**src/rtl/psd_pkg.sv**
```systemverilog
package psd_pkg;
  localparam int NUM_CH = 2;
  localparam int CH_NS  = 0;
  localparam int CH_SEC = 1;
endpackage

```
**src/rtl/psd_sense_eval.sv**
```systemverilog
module psd_sense_eval #(
  parameter int NUM_PINS = 32
) (
  input  logic [NUM_PINS-1:0] pin_in,
  input  logic [NUM_PINS-1:0] sense_en,
  input  logic [NUM_PINS-1:0] sense_low,
  output logic [NUM_PINS-1:0] match_o
);
  for (genvar i = 0; i < NUM_PINS; i++) begin : g_pin
    assign match_o[i] = sense_en[i] & (pin_in[i] ^ sense_low[i]);
  end
endmodule

```
**src/rtl/psd_latch.sv**
```systemverilog
module psd_latch #(
  parameter int NUM_PINS = 32
) (
  input  logic                clk,
  input  logic                rst_n,
  input  logic [NUM_PINS-1:0] match_i,
  input  logic                clr_en,
  input  logic [NUM_PINS-1:0] clr_mask,
  output logic [NUM_PINS-1:0] latch_d,
  output logic [NUM_PINS-1:0] latch_q
);
  logic [NUM_PINS-1:0] clr_eff;

  always_comb begin
    clr_eff = clr_en ? clr_mask : '0;
    latch_d = (latch_q & ~clr_eff) | match_i;
  end

  always_ff @(posedge clk or negedge rst_n) begin
    if (!rst_n) latch_q <= '0;
    else        latch_q <= latch_d;
  end
endmodule

```
**src/rtl/psd_detect_chan.sv**
```systemverilog
module psd_detect_chan #(
  parameter int HOLD_CYCLES = 2
) (
  input  logic clk,
  input  logic rst_n,
  input  logic mode_we,
  input  logic mode_wval,
  input  logic live_any,
  input  logic sticky_next_any,
  input  logic clr_req,
  output logic mode_q,
  output logic det_q,
  output logic evt_q
);
  localparam int HW = $clog2(HOLD_CYCLES + 1);

  logic [HW-1:0] hold_q, hold_d;
  logic          mode_d, det_d, evt_d, qualify;

  always_comb begin
    mode_d  = mode_we ? mode_wval : mode_q;
    qualify = clr_req & sticky_next_any & mode_d;
    if (qualify)             hold_d = HW'(HOLD_CYCLES);
    else if (hold_q != '0)   hold_d = hold_q - HW'(1);
    else                     hold_d = '0;
    det_d = (hold_d == '0) & (mode_d ? sticky_next_any : live_any);
    evt_d = det_d & ~det_q;
  end

  always_ff @(posedge clk or negedge rst_n) begin
    if (!rst_n) begin
      mode_q <= 1'b0;
      hold_q <= '0;
      det_q  <= 1'b0;
      evt_q  <= 1'b0;
    end else begin
      mode_q <= mode_d;
      hold_q <= hold_d;
      det_q  <= det_d;
      evt_q  <= evt_d;
    end
  end
endmodule

```
**src/rtl/pin_sense_detect.sv**
```systemverilog
module pin_sense_detect
  import psd_pkg::*;
#(
  parameter int NUM_PINS    = 32,
  parameter int HOLD_CYCLES = 2
) (
  input  logic                clk,
  input  logic                rst_n,
  input  logic [NUM_PINS-1:0] pin_in,
  input  logic [NUM_PINS-1:0] sense_en,
  input  logic [NUM_PINS-1:0] sense_low,
  input  logic                latch_wr,
  input  logic [NUM_PINS-1:0] latch_wdata,
  output logic [NUM_PINS-1:0] latch_q,
  input  logic                mode_ns_wr,
  input  logic                mode_ns_val,
  input  logic                mode_sec_wr,
  input  logic                mode_sec_val,
  output logic                detect_ns,
  output logic                detect_sec,
  output logic                event_ns,
  output logic                event_sec
);
  logic [NUM_PINS-1:0] match_vec, latch_next;
  logic [NUM_CH-1:0]   mode_we, mode_wval, mode_q, det, evt;
  logic                clr_req;

  assign clr_req              = latch_wr & (|latch_wdata);
  assign mode_we[CH_NS]       = mode_ns_wr;
  assign mode_wval[CH_NS]     = mode_ns_val;
  assign mode_we[CH_SEC]      = mode_sec_wr;
  assign mode_wval[CH_SEC]    = mode_sec_val;

  psd_sense_eval #(.NUM_PINS(NUM_PINS)) u_eval (
    .pin_in(pin_in), .sense_en(sense_en), .sense_low(sense_low), .match_o(match_vec)
  );

  psd_latch #(.NUM_PINS(NUM_PINS)) u_latch (
    .clk(clk), .rst_n(rst_n), .match_i(match_vec), .clr_en(latch_wr),
    .clr_mask(latch_wdata), .latch_d(latch_next), .latch_q(latch_q)
  );

  for (genvar c = 0; c < NUM_CH; c++) begin : g_ch
    psd_detect_chan #(.HOLD_CYCLES(HOLD_CYCLES)) u_chan (
      .clk(clk), .rst_n(rst_n), .mode_we(mode_we[c]), .mode_wval(mode_wval[c]),
      .live_any(|match_vec), .sticky_next_any(|latch_next), .clr_req(clr_req),
      .mode_q(mode_q[c]), .det_q(det[c]), .evt_q(evt[c])
    );
  end

  assign detect_ns  = det[CH_NS];
  assign detect_sec = det[CH_SEC];
  assign event_ns   = evt[CH_NS];
  assign event_sec  = evt[CH_SEC];
endmodule

```
**config.mk**
```make
export PLATFORM = sky130hd
export DESIGN_NAME = pin_sense_detect
export DESIGN_NICKNAME = d
export VERILOG_FILES = /design/src/rtl/psd_pkg.sv /design/src/rtl/psd_sense_eval.sv /design/src/rtl/psd_latch.sv /design/src/rtl/psd_detect_chan.sv /design/src/rtl/pin_sense_detect.sv
export SDC_FILE = /design/constraint.sdc
export NUM_CORES = 1
export LEC_CHECK = 0
export BUFFER_PORTS_ARGS = -buffer_cell sky130_fd_sc_hd__buf_2
export CORE_UTILIZATION = 23
export DETAILED_ROUTE_END_ITERATION = 7
export MAX_ROUTING_LAYER = met4
export SLEW_MARGIN = 40
export SYNTH_ARGS = -nofsm -noshare
export SYNTH_HDL_FRONTEND = slang
export SYNTH_SLANG_ARGS = --single-unit
```
**constraint.sdc**
```tcl
create_clock -name clk -period 4.69 [get_ports clk]
set_clock_uncertainty 0.15 [all_clocks]
set_input_delay 0 -clock clk [delete_from_list [all_inputs] [get_ports clk]]
set_output_delay 0 -clock clk [all_outputs]
set_load 0.03 [all_outputs]
```
==> run summary, run 1 <==
The worst slack at placement came out at 2.240 ns. The detailed-route wire length per cell is 14.67 um. The detailed-route wire length came out at 8.464 mm. The wire length on met1 came out at 3.305 mm. The share of synthesized area in the top cell type comes to 0.4792. Across the run, the number of max-cap violations was 0. Counting every net in the synthesized netlist gives 339. The capturing element type of the critical path is a register.

The startpoint of the most critical setup path is u_latch.latch_q[4]. The critical path data arrival time is 2.27 ns. The proportion of synthesized chip area in sequential cells came out at 0.4792. The post-cts sizing count came out at 0. The total number of vias is 2,621. After detailed routing, the met3 layer carries 530 um of wire. The count of routing violations after the opening detailed-route iteration is 55.

The quantity of I/O buffers inserted on ports came out at 170. The slew at the pin closest to its max-slew limit is 0.6065 ns. Along the worst path, the maximum fanout reaches 4. The worst slew margin relative to its limit is 0.5957. The highest metal layer with signal wires is met4.

Setup repair after global routing left no endpoint under its margin. The analysis attributes to net switching a power of 0.0003895 W. For this run, the leading register cell type out of synthesis is sky130_fd_sc_hd__dfrtp_1. The post-route clock period utilization came out at 0.4777. The portion of total power attributed to the clock network is 0.236.

The total count of hold-check failures in the final report came out at 0. The share of total power dissipated in combinational logic is 0.381. Dividing the synthesized area by the synthesized cell count gives 10.75 um^2. The final critical-path required period came out at 2.241 ns. The data required time at the worst endpoint came out at 4.72 ns. The clock tree synthesis step divided the H-tree into 2 levels.

The number of buffers on the longest clock path is 2. The number of clock buffers added by TritonCTS is 5. The first TritonRoute pass finished after 4 iterations. The final-report setup violation count came out at 0. In the synthesized netlist, the number of instances is 204. The relative area change from synthesis to final layout came out at 81.18%. The worst hold path begins at mode_sec_wr. Entering global routing, the biggest net connects 43 pins. The post-synthesis instance area is 0.002193 mm^2. The clock-pin slew on the worst setup and hold paths came out at 0.08 ns. In the final layout, the share of cells above drive strength 1 is 0.4049. The combined flip-flop and latch cell area came out at 0.001051 mm^2.

The floorplan step defined a die boundary enclosing 0.009931 mm^2. The count of distinct cell types in the synthesized netlist came out at 24. The most frequent cell after synthesis is sky130_fd_sc_hd__dfrtp_1. The static power due to leakage is 1.941 nW. The number of slew-limit violations in the final report is 0. After synthesis, the most frequently instantiated cells are sky130_fd_sc_hd__dfrtp_1 (42), sky130_fd_sc_hd__a22o_1 (32), sky130_fd_sc_hd__nand2_1 (32), sky130_fd_sc_hd__xor2_1 (32), sky130_fd_sc_hd__nor4_1 (17). The largest individual stage delay along the critical path comes from the cell sky130_fd_sc_hd__nor4_1. The peak per-stage delay on the critical path is 0.55 ns. Of the total power, registers draw 0.383. The number of cells on the worst hold path is 3. The final routed DRC violation total came out at 0. The number of synthesized flops with an enable pin came out at 0.

In the routed layout, each cell is associated on average with a via count of 4.542. For this run the aggregate overflow at the end of global routing stands at 0. The global-route wire length before repair came out at 13.25 mm. The core region is 0.009240 mm^2. The synthesized design spends more area on one cell type than any other, namely sky130_fd_sc_hd__dfrtp_1.

The final sum of negative setup slack came out at 0 ns. The total of warnings raised by yosys came out at 0. The post-CTS setup-driven buffer insertion count is 0. The initial antenna violation count is 1. The run finished with clean final reports. The startpoint of the worst register-to-register path is u_latch.latch_q[4]. The total of flip-flops plus latches after synthesis came out at 42.

Across every metal layer, demand over resource in global routing totals 0.1803. The setup path with the least slack is of type register to register. The logic depth of the worst register-to-register path is 5. The root buffer cell chosen for the clock tree is sky130_fd_sc_hd__clkbuf_8. TritonCTS built the clock tree. From bottom edge to top edge, the die measures 99.66 um.

The routability congestion estimate from global placement is 0.8339. The tightest min-delay check is of the primary input to register type. The horizontal extent of the die came out at 99.66 um.

The worst-skew pair later-pin latency came out at 0.29 ns. The share of async-settable or async-resettable flops after synthesis came out at 1.000. The maximum VDD drop came out at 0.1107 mV. The detail route stage leaves a number of antenna-violating nets equal to 0.

Traced cell by cell, the critical path runs through a22o_1 > nor4_1 > nand4_1 > or2_1 > a32o_1. The floorplan has 35 rows. The critical path startpoint category is a register.

The clock sink count came out at 42. The via count of the first global-routing pass is 2,810. The switching part of the total is 0.3363.

For this configuration, the core starts out at a cell density of 0.2374. Sorting the synthesized cells by area gives the leading types as sky130_fd_sc_hd__dfrtp_1 (48%), sky130_fd_sc_hd__a22o_1 (13%), sky130_fd_sc_hd__xor2_1 (13%). In the final layout, the multi-input gates occupy 0.001094 mm^2. The number of fill cells in the layout is 950. Derived from the worst setup path, the maximum achievable clock frequency is 446.3 MHz. The core utilization of the finished layout came out at 0.4301.

The internal portion of total power is 0.0007687 W. The estimated wirelength of the detail-placed design came out at 6.508 mm. The number of nets in the finished design came out at 581. In the detailed route, the total length drawn on met2 is 4.391 mm. In this run the power density over the cells is 291.5 mW/mm^2. The boundary pin count came out at 171. The final worst setup slack is 2.449 ns.
## layout by cell type (no fill, tap or decap), types with 3 or more instances in the layout
cell type                       Yosys  final
sky130_fd_sc_hd__a22o_1            32     32
sky130_fd_sc_hd__a22oi_1           16     16
sky130_fd_sc_hd__buf_2              0    169
sky130_fd_sc_hd__clkbuf_8           0      8
sky130_fd_sc_hd__dfrtp_1           42     42
sky130_fd_sc_hd__dlygate4sd3_1      0     69
sky130_fd_sc_hd__inv_1              3      3
sky130_fd_sc_hd__nand2_1           32     32
sky130_fd_sc_hd__nand4_1            8      8
sky130_fd_sc_hd__nor4_1            17     17
sky130_fd_sc_hd__xor2_1            32     32
## per-stage QoR
step                hold WS, ns  instance area [um^2]  cells  total power (W)
floorplan               -0.4456                  2193    204        0.0006487
global placement        0.06337                  3168    499        0.0008043
detailed placement      -0.1158                  3171    499        0.0008079
CTS                     0.02129                  3971    576         0.001172
global route            0.03756                  3974    577         0.001224
finish                  0.02290                  3974    577         0.001158
## timing repair
| action | in CTS | in global routing |
|---|---|---|
| hold endpoints to repair | 80 | 0 |
| setup endpoints to repair | 0 | 0 |
| hold buffers | 69 | 0 |
## power by group through the flow
stage | sequential, W | combinational, W | clock (W)
floorplan | 0.000541 | 0.000108 | 0
global placement | 0.000451 | 0.000353 | 0
detailed placement | 0.000449 | 0.000359 | 0
CTS | 0.000444 | 0.000442 | 0.000286
global route | 0.000451 | 0.000474 | 0.000299
finish | 0.000444 | 0.000441 | 0.000273
## worst max-delay path: cells and delay by family, from the launching register on
| kind | cells | cell delay, ns |
|---|---|---|
| and+or+nand+nor | 3 | 1.11 |
| DFF | 1 | 0.39 |
| AOI/OAI and AO/OA | 2 | 0.48 |
## path summary, 6_finish.rpt
kind | end | slack [ns]
max in group asynchronous | u_latch.latch_q[29] | 3.91
worst min-delay path | g_ch[1].u_chan.hold_q[1] | 0.02
worst max register to register | g_ch[0].u_chan.hold_q[1] | 2.45
worst min register to register | g_ch[0].u_chan.evt_q | 0.27
min in group asynchronous | u_latch.latch_q[12] | 0.10
worst max-delay path | g_ch[0].u_chan.hold_q[1] | 2.45
## routing by layer
| layer | vias to the layer above | track usage |
|---|---|---|
| met5 | - | - |
| met4 | 0 | 0.07353 |
| met3 | 19 | 0.04427 |
| met2 | 99 | 0.3189 |
| met1 | 1236 | 0.1929 |
| li1 | 1267 | - |
## logic make-up after synthesis
| family | share of synthesized area |
|---|---|
| multiplexers | 0.009697 |
| AND/OR/NAND/NOR | 0.1392 |
| XOR/XNOR | 0.1278 |
| AO/OA/AOI/OAI | 0.2219 |
| flip-flops | 0.4792 |
| buffers and inverters | 0.02224 |
## cell type report
class                           count  share of cell area
Antenna cell                        1           0.0006297
Clock buffer                        8             0.02771
Inverter                            3            0.002834
Multi-Input combinational cell    155              0.2752
Sequential cell                    42              0.2645
Tap cell                          129             0.04062
Timing Repair Buffer              239              0.3885
## registers in the layout, summed over array words and instances, names as in the netlist
signal              cells
u_latch.latch_q        32
g_ch.u_chan.mode_q      2
g_ch.u_chan.hold_q      4
g_ch.u_chan.evt_q       2
g_ch.u_chan.det_q       2
No activity file was read; power rests on OpenSTA's default activity.
==> run 2: changes to the inputs <==
--- a/config.mk
+++ b/config.mk
@@ -5,6 +5,7 @@
 export SDC_FILE = /design/constraint.sdc
 export NUM_CORES = 1
 export LEC_CHECK = 0
+export ABC_AREA = 1
 export BUFFER_PORTS_ARGS = -buffer_cell sky130_fd_sc_hd__buf_2
 export CORE_UTILIZATION = 23
 export DETAILED_ROUTE_END_ITERATION = 7
==> constraint.sdc (replaced) <==
create_clock -name clk -period 1.8 [get_ports clk]
set_clock_uncertainty 0.15 [all_clocks]
set_input_delay 0 -clock clk [delete_from_list [all_inputs] [get_ports clk]]
set_output_delay 0 -clock clk [all_outputs]
set_load 0.03 [all_outputs]
==> run summary, run 2 <==
In this run the critical register-to-register path is captured at g_ch[1].u_chan.hold_q[1]. The number of slew-limit violations in the final report came out at 0. After layout, the minimum clock period comes to 1.677 ns. The run finished with clean final reports. The post-CTS setup-driven buffer insertion count came out at 0. Walking the worst path, the cells encountered are o21ai_0 > dlygate4sd3_1 > inv_1 > nand3_1 > o21ai_0. The synthesized area per cell came out at 6.617 um^2. The fraction of final layout cells with drive strength greater than 1 is 0.2967. The worst setup path is captured at a register. The remaining antenna violation count came out at 0. The post-route clock period utilization is 0.9315. The effective utilization at floorplan is 0.2410. The flip-flop count of the largest register after layout is 32. The maximum VDD drop is 0.2701 mV.

The detailed-route wire length is 8.289 mm. The synthesized design contains 0 enable-type register cells. The total of warnings raised by yosys is 0. The logic depth of the worst register-to-register path is 5. The first global-routing pass estimated 13.15 mm of wire.

The via count of the first global-routing pass is 3,196. The number of nets produced by synthesis is 516. The most frequent cell after synthesis is sky130_fd_sc_hd__nor2_1. The total of flip-flops plus latches after synthesis came out at 42. The leftover overflow at the end of global routing is 0. The detailed-route wire length per cell is 10.86 um. Sorting the synthesized cells by how often they occur yields sky130_fd_sc_hd__nor2_1 (130), sky130_fd_sc_hd__nand2_1 (95), sky130_fd_sc_hd__inv_1 (51). The most used cell along the critical path is sky130_fd_sc_hd__o21ai_0.

Tracing the worst setup path back leads to its startpoint at g_ch[1].u_chan.mode_q. After clock tree synthesis, the clock-pin slew on the worst setup and hold paths is 0.08 ns. The post-detailed-route via-to-cell ratio is 4.203. The post-synthesis instance area is 0.002521 mm^2.

The power per unit of standard cell area is 678.5 mW/mm^2. The worst slack at placement is 0.1380 ns. The boundary pin count is 171. The quantity of I/O buffers inserted on ports is 170. The routability congestion estimate from global placement is 0.7511. The most frequent standard cell in the layout excluding fill and tap cells is sky130_fd_sc_hd__buf_2. The largest registers in the layout are u_latch.latch_q: 32 flops, g_ch.u_chan.hold_q: 4 flops.

After floorplanning, the core was divided into 37 placement rows. The gate count of the mapped netlist is 381. In the routed design, unresolved DRC markers number 0. The total count of hold-check failures in the final report came out at 0. The critical path data arrival time is 1.71 ns. The number of buffers on the longest clock path is 2.

After routing, the total negative slack on setup checks comes to 0 ns. The most used flip-flop cell after synthesis is sky130_fd_sc_hd__dfrtp_1. The vertical extent of the die came out at 106.7 um. The maximum achievable frequency is 596.4 MHz. Before antenna repair, the detailed router went through 4 iterations.

The total die area is 0.01138 mm^2. The synthesized design spends more area on one cell type than any other, namely sky130_fd_sc_hd__dfrtp_1. Setup repair after global routing left no endpoint under its margin. The final-report setup violation count came out at 0. The critical path startpoint category is a register. The final route contains 3,207 vias.

The number of nets in the finished design is 761. The area share of the largest cell type after synthesis came out at 0.4169. The proportion of synthesized chip area in sequential cells is 0.4169. The path class of the tightest hold or removal check is primary input to asynchronous set/reset pin.

The post-route total power came out at 0.002942 W. In this run the critical register-to-register path is launched from g_ch[1].u_chan.mode_q. The tree is rooted in a sky130_fd_sc_hd__clkbuf_8. The share of async-settable or async-resettable flops after synthesis came out at 1.000.

Ranked by total cell area, the synthesized netlist is headed by sky130_fd_sc_hd__dfrtp_1 (42%), sky130_fd_sc_hd__nor2_1 (19%), sky130_fd_sc_hd__nand2_1 (14%). The number of buffers created by CTS is 5. The overall global routing resource usage is 0.1493. The count of routing violations after the opening detailed-route iteration is 118.

Of all nets on the critical path, the largest fanout is 3. The relative area change from synthesis to final layout is 72.01%. The slew at the pin closest to its max-slew limit came out at 0.3890 ns.

Max-cap violations in this run came to 0. Data on the critical path is required at its endpoint by 1.83 ns. The library cells used most frequently in the layout, excluding fill and tap cells, are sky130_fd_sc_hd__buf_2 (170), sky130_fd_sc_hd__nor2_1 (130), sky130_fd_sc_hd__nand2_1 (95), sky130_fd_sc_hd__dlygate4sd3_1 (68), sky130_fd_sc_hd__inv_1 (51). The initial antenna violation count came to 0. The peak per-stage delay on the critical path came out at 0.59 ns. Detailed placement ended at an HPWL of 6.619 mm. Setup slack on the critical path of the routed design comes to 0.1233 ns.

The count of distinct cell types in the synthesized netlist is 16. The worst slew margin relative to its limit is 0.7407. The horizontal extent of the die is 106.7 um. The worst-skew pair later-pin latency is 0.29 ns. The slowest stage of the critical path is the sky130_fd_sc_hd__dlygate4sd3_1 cell. Ranked by flip-flop count, first place goes to u_latch.latch_q. Entering global routing, the biggest net connects 34 pins. Setup slack on the worst reg-to-reg path comes out at 0.12 ns. For this design the static power due to leakage is 2.342 nW.

TritonCTS built the clock tree. The clock sink count came out at 42. The number of H-tree branching levels came out at 2. The path type of the worst setup path is register to register. The final antenna diode count came out at 0.

The area of the core region is 0.01046 mm^2.
==> run 2: changes by cell type in the layout (fill, tap and decap cells not counted), sizes merged, moves of 3 or more <==
cell | previous run | this run
nor2 | 1 | 133
nand2 | 32 | 97
a22o | 32 | 0
buf | 170 | 173
inv | 3 | 51
a22oi | 16 | 0
clkbuf | 8 | 5
a21boi | 0 | 32
nand3 | 0 | 6
nor4 | 17 | 4
xor2 | 32 | 0
o21ai | 2 | 5
nand4 | 8 | 5
==> run 2: power by group <==
group          total (W)  internal (W)  switching (W)  leakage, nW
registers        0.00111       0.00106      0.0000496        0.478
logic            0.00110      0.000496       0.000602         1.81
clock network   0.000736      0.000408       0.000327       0.0579
total            0.00294       0.00196       0.000979         2.34
==> run 2: critical path, delay by kind of cell (launching register included) <==
| kind | cells | cell delay [ns] |
|---|---|---|
| compound gates | 2 | 0.31 |
| buf+inv | 2 | 0.66 |
| flops | 1 | 0.36 |
| simple gates | 1 | 0.09 |
==> run 2: timing repair <==
item | 4_1_cts | 5_1_grt
setup endpoints to repair | 0 | 6
hold buffers | 68 | 0
endpoints found under the hold margin | 76 | 0
gates resized for setup | 0 | 1
==> run 2: cell families after synthesis <==
| logic type | Yosys count | share of synthesized area |
|---|---|---|
| buffers and inverters | 54 | 0.08784 |
| DFF | 42 | 0.4169 |
| AOI/OAI and AO/OA | 37 | 0.1052 |
| and+or+nand+nor | 248 | 0.3901 |
==> run 2: stage by stage <==
step                area (um^2)  utilization  hold WS, ns  cells
floorplan                  2521            -      -0.4456    381
global placement           3547       0.3390      -0.2057    687
detailed placement         3547       0.3390      -0.2019    687
CTS                        4337       0.4145      0.01292    763
global route               4337       0.4145      0.04733    763
finish                     4337       0.4145     0.002160    763
==> run 2: worst max path at each step <==
stage | to | slack, ns | cells past startpoint
6_report | g_ch[1].u_chan.hold_q[1] | 0.12 | 5
5_1_grt | g_ch[0].u_chan.hold_q[1] | 0.02 | 8
4_1_cts | g_ch[0].u_chan.hold_q[1] | 0.07 | 8
3_5_place_dp | g_ch[1].u_chan.evt_q | 0.14 | 11
3_3_place_gp | g_ch[1].u_chan.evt_q | 0.16 | 11
2_1_floorplan | g_ch[0].u_chan.evt_q | 0.18 | 11
==> run 2: final cells by class <==
cell class | count | area [um^2]
multi-input combinational | 285 | 1249
sequential | 42 | 1051
fill | 1076 | 6126
clock buffer | 5 | 68.82
timing repair buffer | 241 | 1567
inverter | 51 | 191.4
tap | 136 | 170.2
clock inverter | 3 | 40.04
==> run 2: layer usage <==
layer | track usage | wire length (um) | vias up
li1 | - | - | 1651
met1 | 0.1485 | 3287 | 1418
met5 | - | 0 | -
met3 | 0.02310 | 541 | 11
met4 | 0.05088 | 140 | 0
met2 | 0.2922 | 4319 | 127
